`src/rtl/fseq_pkg.sv`:
```
package fseq_pkg;
  localparam int ALU_FN_W   = 5;
  localparam int STATE_W    = 2;
  localparam int NUM_STATES = 1 << STATE_W;
  localparam int N_COND     = 1;
  localparam int TEST_W     = $clog2(N_COND + 1);

  localparam logic [ALU_FN_W-1:0] ALU_PASS_B = 5'b00101;

  typedef logic [STATE_W-1:0] st_t;
  localparam st_t ST_T1 = 2'd0;
  localparam st_t ST_T2 = 2'd1;
  localparam st_t ST_T3 = 2'd2;
  localparam st_t ST_T4 = 2'd3;

  // test selector: 0 = unconditional, k = condition k-1
  localparam logic [TEST_W-1:0] TST_NONE  = '0;
  localparam logic [TEST_W-1:0] TST_READY = 1'b1;

  typedef struct packed {
    logic                pc_out;
    logic                pc_inc;
    logic                src_sel;
    logic [ALU_FN_W-1:0] alu_fn;
    logic                dst_sel;
    logic                adr_load;
    logic                adr_drive;
    logic                rd_strobe;
    logic                ir_load;
    logic                din_route;
  } ctrl_t;

  localparam int CTRL_W = $bits(ctrl_t);

  typedef struct packed {
    ctrl_t             out_f;
    logic [TEST_W-1:0] test_f;
    st_t               next_f;
    st_t               next_t;
  } uword_t;

  localparam int UWORD_W = $bits(uword_t);

  // constant micro-program for the fetch cycle
  function automatic uword_t ucode(input st_t addr);
    uword_t w;
    w = '0;
    case (addr)
      ST_T1: begin
        w.out_f.pc_out    = 1'b1;
        w.out_f.src_sel   = 1'b1;
        w.out_f.alu_fn    = ALU_PASS_B;
        w.out_f.dst_sel   = 1'b1;
        w.out_f.adr_load  = 1'b1;
        w.out_f.adr_drive = 1'b1;
        w.test_f          = TST_NONE;
        w.next_f          = ST_T2;
        w.next_t          = ST_T2;
      end
      ST_T2: begin
        w.out_f.pc_inc    = 1'b1;
        w.out_f.adr_drive = 1'b1;
        w.out_f.rd_strobe = 1'b1;
        w.test_f          = TST_READY;
        w.next_f          = ST_T2;
        w.next_t          = ST_T3;
      end
      ST_T3: begin
        w.test_f = TST_NONE;
        w.next_f = ST_T4;
        w.next_t = ST_T4;
      end
      default: begin
        w.out_f.ir_load   = 1'b1;
        w.out_f.din_route = 1'b1;
        w.test_f          = TST_NONE;
        w.next_f          = ST_T1;
        w.next_t          = ST_T1;
      end
    endcase
    return w;
  endfunction
endpackage

```
`src/rtl/fseq_urom.sv`:
```
module fseq_urom
  import fseq_pkg::*;
(
  input  st_t    addr,
  output uword_t word
);
  uword_t table_w [NUM_STATES];

  for (genvar g = 0; g < NUM_STATES; g++) begin : g_loc
    assign table_w[g] = ucode(st_t'(g));
  end

  assign word = table_w[addr];
endmodule

```
`src/rtl/fseq_next.sv`:
```
module fseq_next
  import fseq_pkg::*;
(
  input  logic [TEST_W-1:0] test_sel,
  input  st_t               succ_false,
  input  st_t               succ_true,
  input  logic [N_COND-1:0] cond_in,
  output st_t               succ
);
  logic hit;

  always_comb begin
    hit = (test_sel == TST_NONE);
    for (int i = 0; i < N_COND; i++) begin
      if (test_sel == TEST_W'(i + 1)) hit = cond_in[i];
    end
    succ = hit ? succ_true : succ_false;
  end
endmodule

```
`src/rtl/fseq_state.sv`:
```
module fseq_state
  import fseq_pkg::*;
(
  input  logic clk,
  input  logic rst_n,
  input  st_t  succ,
  input  logic ready_mon,
  output st_t  cur
);
  always_ff @(posedge clk or negedge rst_n) begin
    if (!rst_n) cur <= ST_T1;
    else        cur <= succ;
  end

  assert_t1_to_t2_R3: assert property (@(posedge clk) disable iff (!rst_n)
    cur == ST_T1 |=> cur == ST_T2);
  assert_t2_wait_R4: assert property (@(posedge clk) disable iff (!rst_n)
    (cur == ST_T2 && !ready_mon) |=> cur == ST_T2);
  assert_t2_exit_R5: assert property (@(posedge clk) disable iff (!rst_n)
    (cur == ST_T2 && ready_mon) |=> cur == ST_T3);
  assert_t3_to_t4_R7: assert property (@(posedge clk) disable iff (!rst_n)
    cur == ST_T3 |=> cur == ST_T4);
  assert_t4_to_t1_R8: assert property (@(posedge clk) disable iff (!rst_n)
    cur == ST_T4 |=> cur == ST_T1);
endmodule

```
`src/rtl/fseq_uwreg.sv`:
```
module fseq_uwreg
  import fseq_pkg::*;
(
  input  logic  clk,
  input  logic  rst_n,
  input  ctrl_t out_d,
  output ctrl_t out_q
);
  always_ff @(posedge clk or negedge rst_n) begin
    if (!rst_n) out_q <= '0;
    else        out_q <= out_d;
  end

  assert_load_excl_R10: assert property (@(posedge clk) disable iff (!rst_n)
    $onehot0({out_q.ir_load, out_q.adr_load}));
endmodule

```
`src/rtl/fetch_useq.sv`:
```
module fetch_useq
  import fseq_pkg::*;
(
  input  logic              clk,
  input  logic              rst_n,
  input  logic              mem_ready,
  output logic [CTRL_W-1:0] ctrl_word,
  output logic [STATE_W-1:0] state
);
  st_t    cur_st;
  st_t    succ_st;
  uword_t rom_word;
  ctrl_t  ctrl_q;

  fseq_urom u_urom (
    .addr (cur_st),
    .word (rom_word)
  );

  fseq_next u_next (
    .test_sel   (rom_word.test_f),
    .succ_false (rom_word.next_f),
    .succ_true  (rom_word.next_t),
    .cond_in    (mem_ready),
    .succ       (succ_st)
  );

  fseq_state u_state (
    .clk       (clk),
    .rst_n     (rst_n),
    .succ      (succ_st),
    .ready_mon (mem_ready),
    .cur       (cur_st)
  );

  fseq_uwreg u_uwreg (
    .clk   (clk),
    .rst_n (rst_n),
    .out_d (rom_word.out_f),
    .out_q (ctrl_q)
  );

  assign ctrl_word = ctrl_q;
  assign state     = cur_st;

  assert_rd_lag_R2: assert property (@(posedge clk) disable iff (!rst_n)
    cur_st == ST_T2 |=> ctrl_q.rd_strobe);
  assert_ir_lag_R2: assert property (@(posedge clk) disable iff (!rst_n)
    cur_st == ST_T4 |=> (ctrl_q.ir_load && !ctrl_q.pc_out));
  assert_adr_lag_R2: assert property (@(posedge clk) disable iff (!rst_n)
    cur_st == ST_T1 |=> (ctrl_q.adr_load && ctrl_q.alu_fn == ALU_PASS_B));
endmodule

```
`config.mk`:
```
export PLATFORM = sky130hd
export DESIGN_NAME = fetch_useq
export DESIGN_NICKNAME = d
export VERILOG_FILES = /design/src/rtl/fseq_pkg.sv /design/src/rtl/fseq_urom.sv /design/src/rtl/fseq_next.sv /design/src/rtl/fseq_state.sv /design/src/rtl/fseq_uwreg.sv /design/src/rtl/fetch_useq.sv
export SDC_FILE = /design/constraint.sdc
export NUM_CORES = 1
export LEC_CHECK = 0
export BUFFER_PORTS_ARGS = -buffer_cell sky130_fd_sc_hd__buf_2
export CORE_AREA = 2 2 39 41
export DETAILED_ROUTE_END_ITERATION = 6
export DIE_AREA = 0 0 41 43
export GPL_TIMING_DRIVEN = 0
export PLACE_DENSITY = 0.61
export SETUP_SLACK_MARGIN = 0.15
export SLEW_MARGIN = 40
export SYNTH_ARGS = -nofsm -noshare
export SYNTH_HDL_FRONTEND = slang
export SYNTH_SLANG_ARGS = --single-unit
```
`constraint.sdc`:
```
create_clock -name clk -period 1.1 [get_ports clk]
set_input_delay 0.11 -clock clk [delete_from_list [all_inputs] [get_ports clk]]
set_output_delay 0.11 -clock clk [all_outputs]
set_load 0.05 [all_outputs]
```
==> results of run 1 <==
-- kinds of logic after synthesis --
logic type / share of synthesized area
fa+ha+maj: 0.183
buf+inv: 0.242
flops: 0.440
mux: 0.0732
other cells: 0.0110
simple gates: 0.0513
-- final timing paths --
kind                                 from                end  slack, ns  cells past startpoint
setup / recovery           u_state.cur[1]     u_state.cur[1]      -0.03                      4
setup reg to reg           u_state.cur[1]     u_state.cur[1]      -0.03                      4
hold reg to reg            u_state.cur[1]   u_uwreg.out_q[3]       0.51                      1
min in group clk                mem_ready     u_state.cur[1]       0.23                      3
max in group asynchronous           rst_n  u_uwreg.out_q[12]       0.73                      2
hold / removal                      rst_n   u_uwreg.out_q[0]       0.21                      2
-- through the flow --
stage               std cells  TNS [ns]  cell area (um2)  hold slack, ns  setup slack [ns]
floorplan                  30    -0.191              368          -0.186            -0.180
global placement           61   -0.0285              463         -0.0626           -0.0285
detailed placement         61   -0.0385              463         -0.0596           -0.0385
CTS                        69   -0.0594              647           0.205           -0.0267
global route               69    -0.262              662           0.230           -0.0598
finish                     69   -0.0279              662           0.210           -0.0279
-- state kept, by name, summed over array words and instances, names as in the netlist --
signal / count
u_state.cur: 2
u_uwreg.out_q: 4
-- Yosys cell counts --
cell type / count / area share
buf_4: 10 / 0.22
dfrtp_1: 6 / 0.44
inv_1: 2 / 0.022
nand2b_4: 1 / 0.040
mux2i_1: 1 / 0.029
conb_1: 1 / 0.011
mux2_4: 1 / 0.044
ha_1: 5 / 0.18
nor2_1: 1 / 0.011
-- area by class of cell --
class,count,area [um2],area share
repair buffers,19,206,0.312
flip-flops and latches,6,156,0.236
multi-input cells,12,141,0.214
plain buffers,10,101,0.153
clock buffers,4,26.3,0.0397
well taps,16,20.0,0.0302
inverters,2,10.0,0.0151
-- worst reg2reg max path: cells and delay by family (launching register included) --
| family | cells | cell delay, ns |
|---|---|---|
| simple gates | 1 | 0.06 |
| flops | 1 | 0.43 |
| fa+ha+maj | 1 | 0.14 |
| mux | 1 | 0.29 |
| buf+inv | 1 | 0.09 |
-- per-layer routing --
metal  GRT usage  vias to the layer above  part of all wire
met5           0                        -                 0
met4       0.100                        0             0.033
met3      0.0314                        2              0.10
met2       0.147                       15              0.63
met1      0.0528                      114              0.23
li1            -                      122                 -
-- what timing repair did --
item,in CTS,in global routing
endpoints found under the hold margin,6,0
resized for setup,35,4
pin swaps,1,0
hold buffers,1,0
setup buffers,3,0
endpoints found under the setup margin,14,12
==> summary.txt, run 1 <==
Outcome
  • Outcome: complete, but fails checks
  • Violations in the final reports: setup timing

Final layout
  • Diode count: 0
  • Layout Nets: 62
  • P&R area growth vs syn: 93.8%
  • Layout cell share with drive strength beyond 1: 0.792
  • Most frequent cells in the layout: buf_6, buf_8, buf_4, dfrtp_2, buf_2
  • Filler instances: 132
  • Most common cell after layout, fill and taps aside: buf_6
  • Final Util: 0.478

GRT
  • Vias in the first global route: 242
  • Gr ovfl total: 0
  • Largest net degree at the start of global routing: 7
  • GRT Total Usage: 0.0850
  • Antenna violations before repair: 0
  • First-pass GRT wire length: 897 um

Yosys
  • Synthesis Warnings: 0
  • Synth unique cells: 9
  • Post-Syn Area: 342 um2
  • Cells after synthesis: 28
  • Syn Area/Cell: 12.2 um2
  • Sequential fraction of the synthesis area: 0.440
  • Yosys reg bits: 6

Floorplan
  • Die area: 1760 um2
  • Row count: 14
  • Core area: 1380 um2
  • Die height: 43 um
  • # IOs: 19
  • Die width: 41 um
  • Initial core utilization: 0.247

Routing
  • Post-route DRC: 0
  • Drt first pass iters: 3
  • Antenna-violating nets left: 0
  • Via density per instance: 3.67
  • WL per Instance: 8.33 um
  • DR iter-0 viols: 1
  • Via count: 253
  • Final wirelength: 575 um

Critical path
  • Critical path type: flop to flop
  • WP data arrival: 1.25 ns
  • Crit path buffers/inverters: 1
  • CP required: 1.22 ns
  • Crit-path leading delay family: flip-flops
  • Worst setup SP type: flop
  • Worst setup EP type: flop
  • CP max-delay cell: dfrtp_2
  • Largest fanout on the critical path: 4
  • Cells along the critical path: inv_4 -> ha_4 -> nand2b_4 -> mux2_4
  • CP peak stage delay: 0.43 ns

Clock tree
  • H-tree Lvls: 1
  • Clock transition at path regs: 0.05 ns
  • Clock root cell: clkbuf_4
  • Clock Latency Late Sink: 0.25 ns
  • CTS tree: built
  • Clock tree sinks: 6
  • CTS Buf Count: 3
  • CTS max path bufs: 2

STA
  • Final number of hold-violating endpoints: 0
  • Crit path time final: 1.13 ns
  • Final critical-path share of the clock period: 1.03
  • Final WS setup: -0.0279 ns
  • Slew Viols, Final: 0
  • RSZ-0062 raised after global routing: true
  • Setup violations, final: 1
  • Clk_skew: 0.00787 ns
  • Maximum operating frequency: 887 MHz

Min path
  • Worst Hold Class: input port to async pin

Place
  • DP HPWL: 395 um
  • Input/output buffers: 15
  • Final GP Congestion: 0.640

Job
  • Max-cap violation count: 0
Power of run 1 is not shown: default switching activity piles up to over one toggle a cycle in this logic, so the estimate is an artifact.
==> run 2, diff against run 1 <==
CORE_AREA = default   (was 2 2 39 41)
CORE_UTILIZATION = 44   (was default)
DIE_AREA = default   (was 0 0 41 43)
PLACE_DENSITY = 0.81   (was 0.61)
SYNTH_HIERARCHICAL = 1   (was default)
==> summary.txt, run 2 <==
Final layout
  • Layout cell share with drive strength beyond 1: 0.686
  • P&R area growth vs syn: 57.2%
  • Layout Nets: 79
  • Design area: 960 um2
  • Most frequent cells in the layout: buf_6, buf_4, dfrtp_1
  • Most common cell after layout, fill and taps aside: buf_6
  • Diode count: 0
  • Final Util: 0.738
  • Biggest regs: u_uwreg/out_q: 14 flops, u_state/cur: 2 flops
  • Most flops, register: u_uwreg/out_q
  • Max reg flops: 14

Yosys
  • Post-synth top cells: dfrtp_1, buf_4, ha_1
  • Ys async rst share: 1.00
  • Post-Syn Area: 611 um2
  • Synth unique cells: 8
  • Mux contribution to synthesized area: 0.0492
  • Most frequent cell after synthesis: dfrtp_1
  • Post-synthesis compound-gate area fraction: 0
  • Cell taking the most area after synthesis: dfrtp_1
  • Number of enable flip-flop cells after synthesis: 0
  • Sequential fraction of the synthesis area: 0.656
  • Simple-gate share of the synthesized area: 0.0328
  • Synthesis Warnings: 6
  • XOR/XNOR share of the synthesized area: 0
  • Synth top area share: 0.656
  • Cells after synthesis: 40
  • Adder-cell area share of the yosys netlist: 0.102
  • Syn Area/Cell: 15.3 um2
  • Top cells by area, synth: dfrtp_1, buf_4, ha_1
  • Largest family of logic cells by synthesized area: buffers and inverters
  • Yosys reg bits: 16
  • Synth Flop Type: dfrtp_1

Critical path
  • Cells along the critical path: buf_6 -> ha_4 -> or2_1 -> mux2_4
  • Worst setup SP type: flop
  • CP peak stage delay: 0.45 ns
  • WP data arrival: 1.46 ns
  • Worst setup EP type: flop
  • Critical path type: flop to flop
  • CP max-delay cell: dfrtp_2
  • Largest fanout on the critical path: 3
  • CP required: 1.27 ns

Routing
  • WL per Instance: 9.79 um
  • Final wirelength: 832 um
  • Post-route DRC: 0
  • Antenna-violating nets left: 0
  • Drt first pass iters: 2
  • DR iter-0 viols: 1
  • Via density per instance: 3.98
  • Via count: 338

Floorplan
  • Row count: 13
  • # IOs: 19
  • Die area: 1540 um2
  • Die width: 39.3 um
  • Core area: 1300 um2
  • Initial core utilization: 0.469
  • Die height: 39.3 um

GRT
  • Vias in the first global route: 296
  • Gr ovfl total: 0
  • GRT Total Usage: 0.127
  • Largest net degree at the start of global routing: 17
  • Antenna violations before repair: 0
  • First-pass GRT wire length: 1200 um

Job
  • Max-cap violation count: 0

Clock tree
  • H-tree Lvls: 1
  • CTS tree: built
  • Clock root cell: clkbuf_4
  • Clock transition at path regs: 0.09 ns
  • CTS max path bufs: 2
  • CTS Buf Count: 3
  • Clock tree sinks: 16
  • Clock Latency Late Sink: 0.27 ns

STA
  • Slew Viols, Final: 0
  • Final number of hold-violating endpoints: 0
  • Final WS setup: -0.196 ns
  • Hold_ws: 0.185 ns
  • Setup Total Neg Slack: -0.508 ns
  • RSZ-0062 raised after global routing: true
  • Maximum operating frequency: 772 MHz
  • Crit path time final: 1.30 ns
  • Final critical-path share of the clock period: 1.18
  • Clk_skew: 0.00198 ns
  • Setup violations, final: 3

Place
  • Input/output buffers: 18
  • Final GP Congestion: 0.595
  • DP Area: 744 um2

Outcome
  • Violations in the final reports: setup timing
  • Outcome: complete, but fails checks

Min path
  • Worst Hold Class: input port to flop
run 2: critical path, delay by kind of cell, from the launching register on:
kind,cells,cell delay [ns]
AND/OR/NAND/NOR,1,0.19
flip-flops,1,0.45
multiplexers,1,0.26
buffers and inverters,1,0.14
adder cells (fa/ha/maj),1,0.14
run 2: path summary, 6_finish.rpt:
kind,endpoint,cells past startpoint,slack (ns),start
max,u_state/cur[0],4,-0.20,u_state/cur[1]
min,u_state/cur[0],3,0.19,mem_ready
max reg2reg,u_state/cur[0],4,-0.20,u_state/cur[1]
min reg2reg,u_uwreg/out_q[3],1,0.53,u_state/cur[1]
max in group asynchronous,u_state/cur[1],2,0.54,rst_n
min in group asynchronous,u_uwreg/out_q[3],2,0.29,rst_n
run 2: stage by stage:
stage               worst slack [ns]  instances
detailed placement            -0.236         75
global route                  -0.232         85
floorplan                     -0.309         42
CTS                           -0.198         83
finish                        -0.196         85
global placement              -0.202         75
run 2: repair_timing:
item | CTS | global route
resized for setup | 24 | 14
hold endpoints to repair | 16 | 0
buffers inserted | 3 | 2
endpoints found under the setup margin | 18 | 23
hold buffers | 1 | 0
pin swaps | 1 | 2
cloned | 0 | 0
run 2: logic make-up after synthesis:
family        count (synthesis)
buf+inv                      14
fa+ha+maj                     5
mux                           2
simple gates                  2
other cells                   1
flops                        16
run 2: cell type report:
| type | instances | area (um2) |
|---|---|---|
| plain buffers | 11 | 82.6 |
| clock buffers | 4 | 36.3 |
| fillers | 84 | 342 |
| inverters | 3 | 16.3 |
| multi-input cells | 12 | 161 |
| flip-flops and latches | 16 | 403 |
| well taps | 15 | 18.8 |
| repair buffers | 24 | 241 |
run 2: per-layer routing:
| layer | up-vias | track usage | share of wire |
|---|---|---|---|
| met5 | - | 0 | 0 |
| met4 | 0 | 0.129 | 0.023 |
| met3 | 2 | 0.0170 | 0.031 |
| met2 | 12 | 0.217 | 0.56 |
| met1 | 159 | 0.128 | 0.38 |
| li1 | 165 | - | - |
Power of run 2 is left out for the same reason.
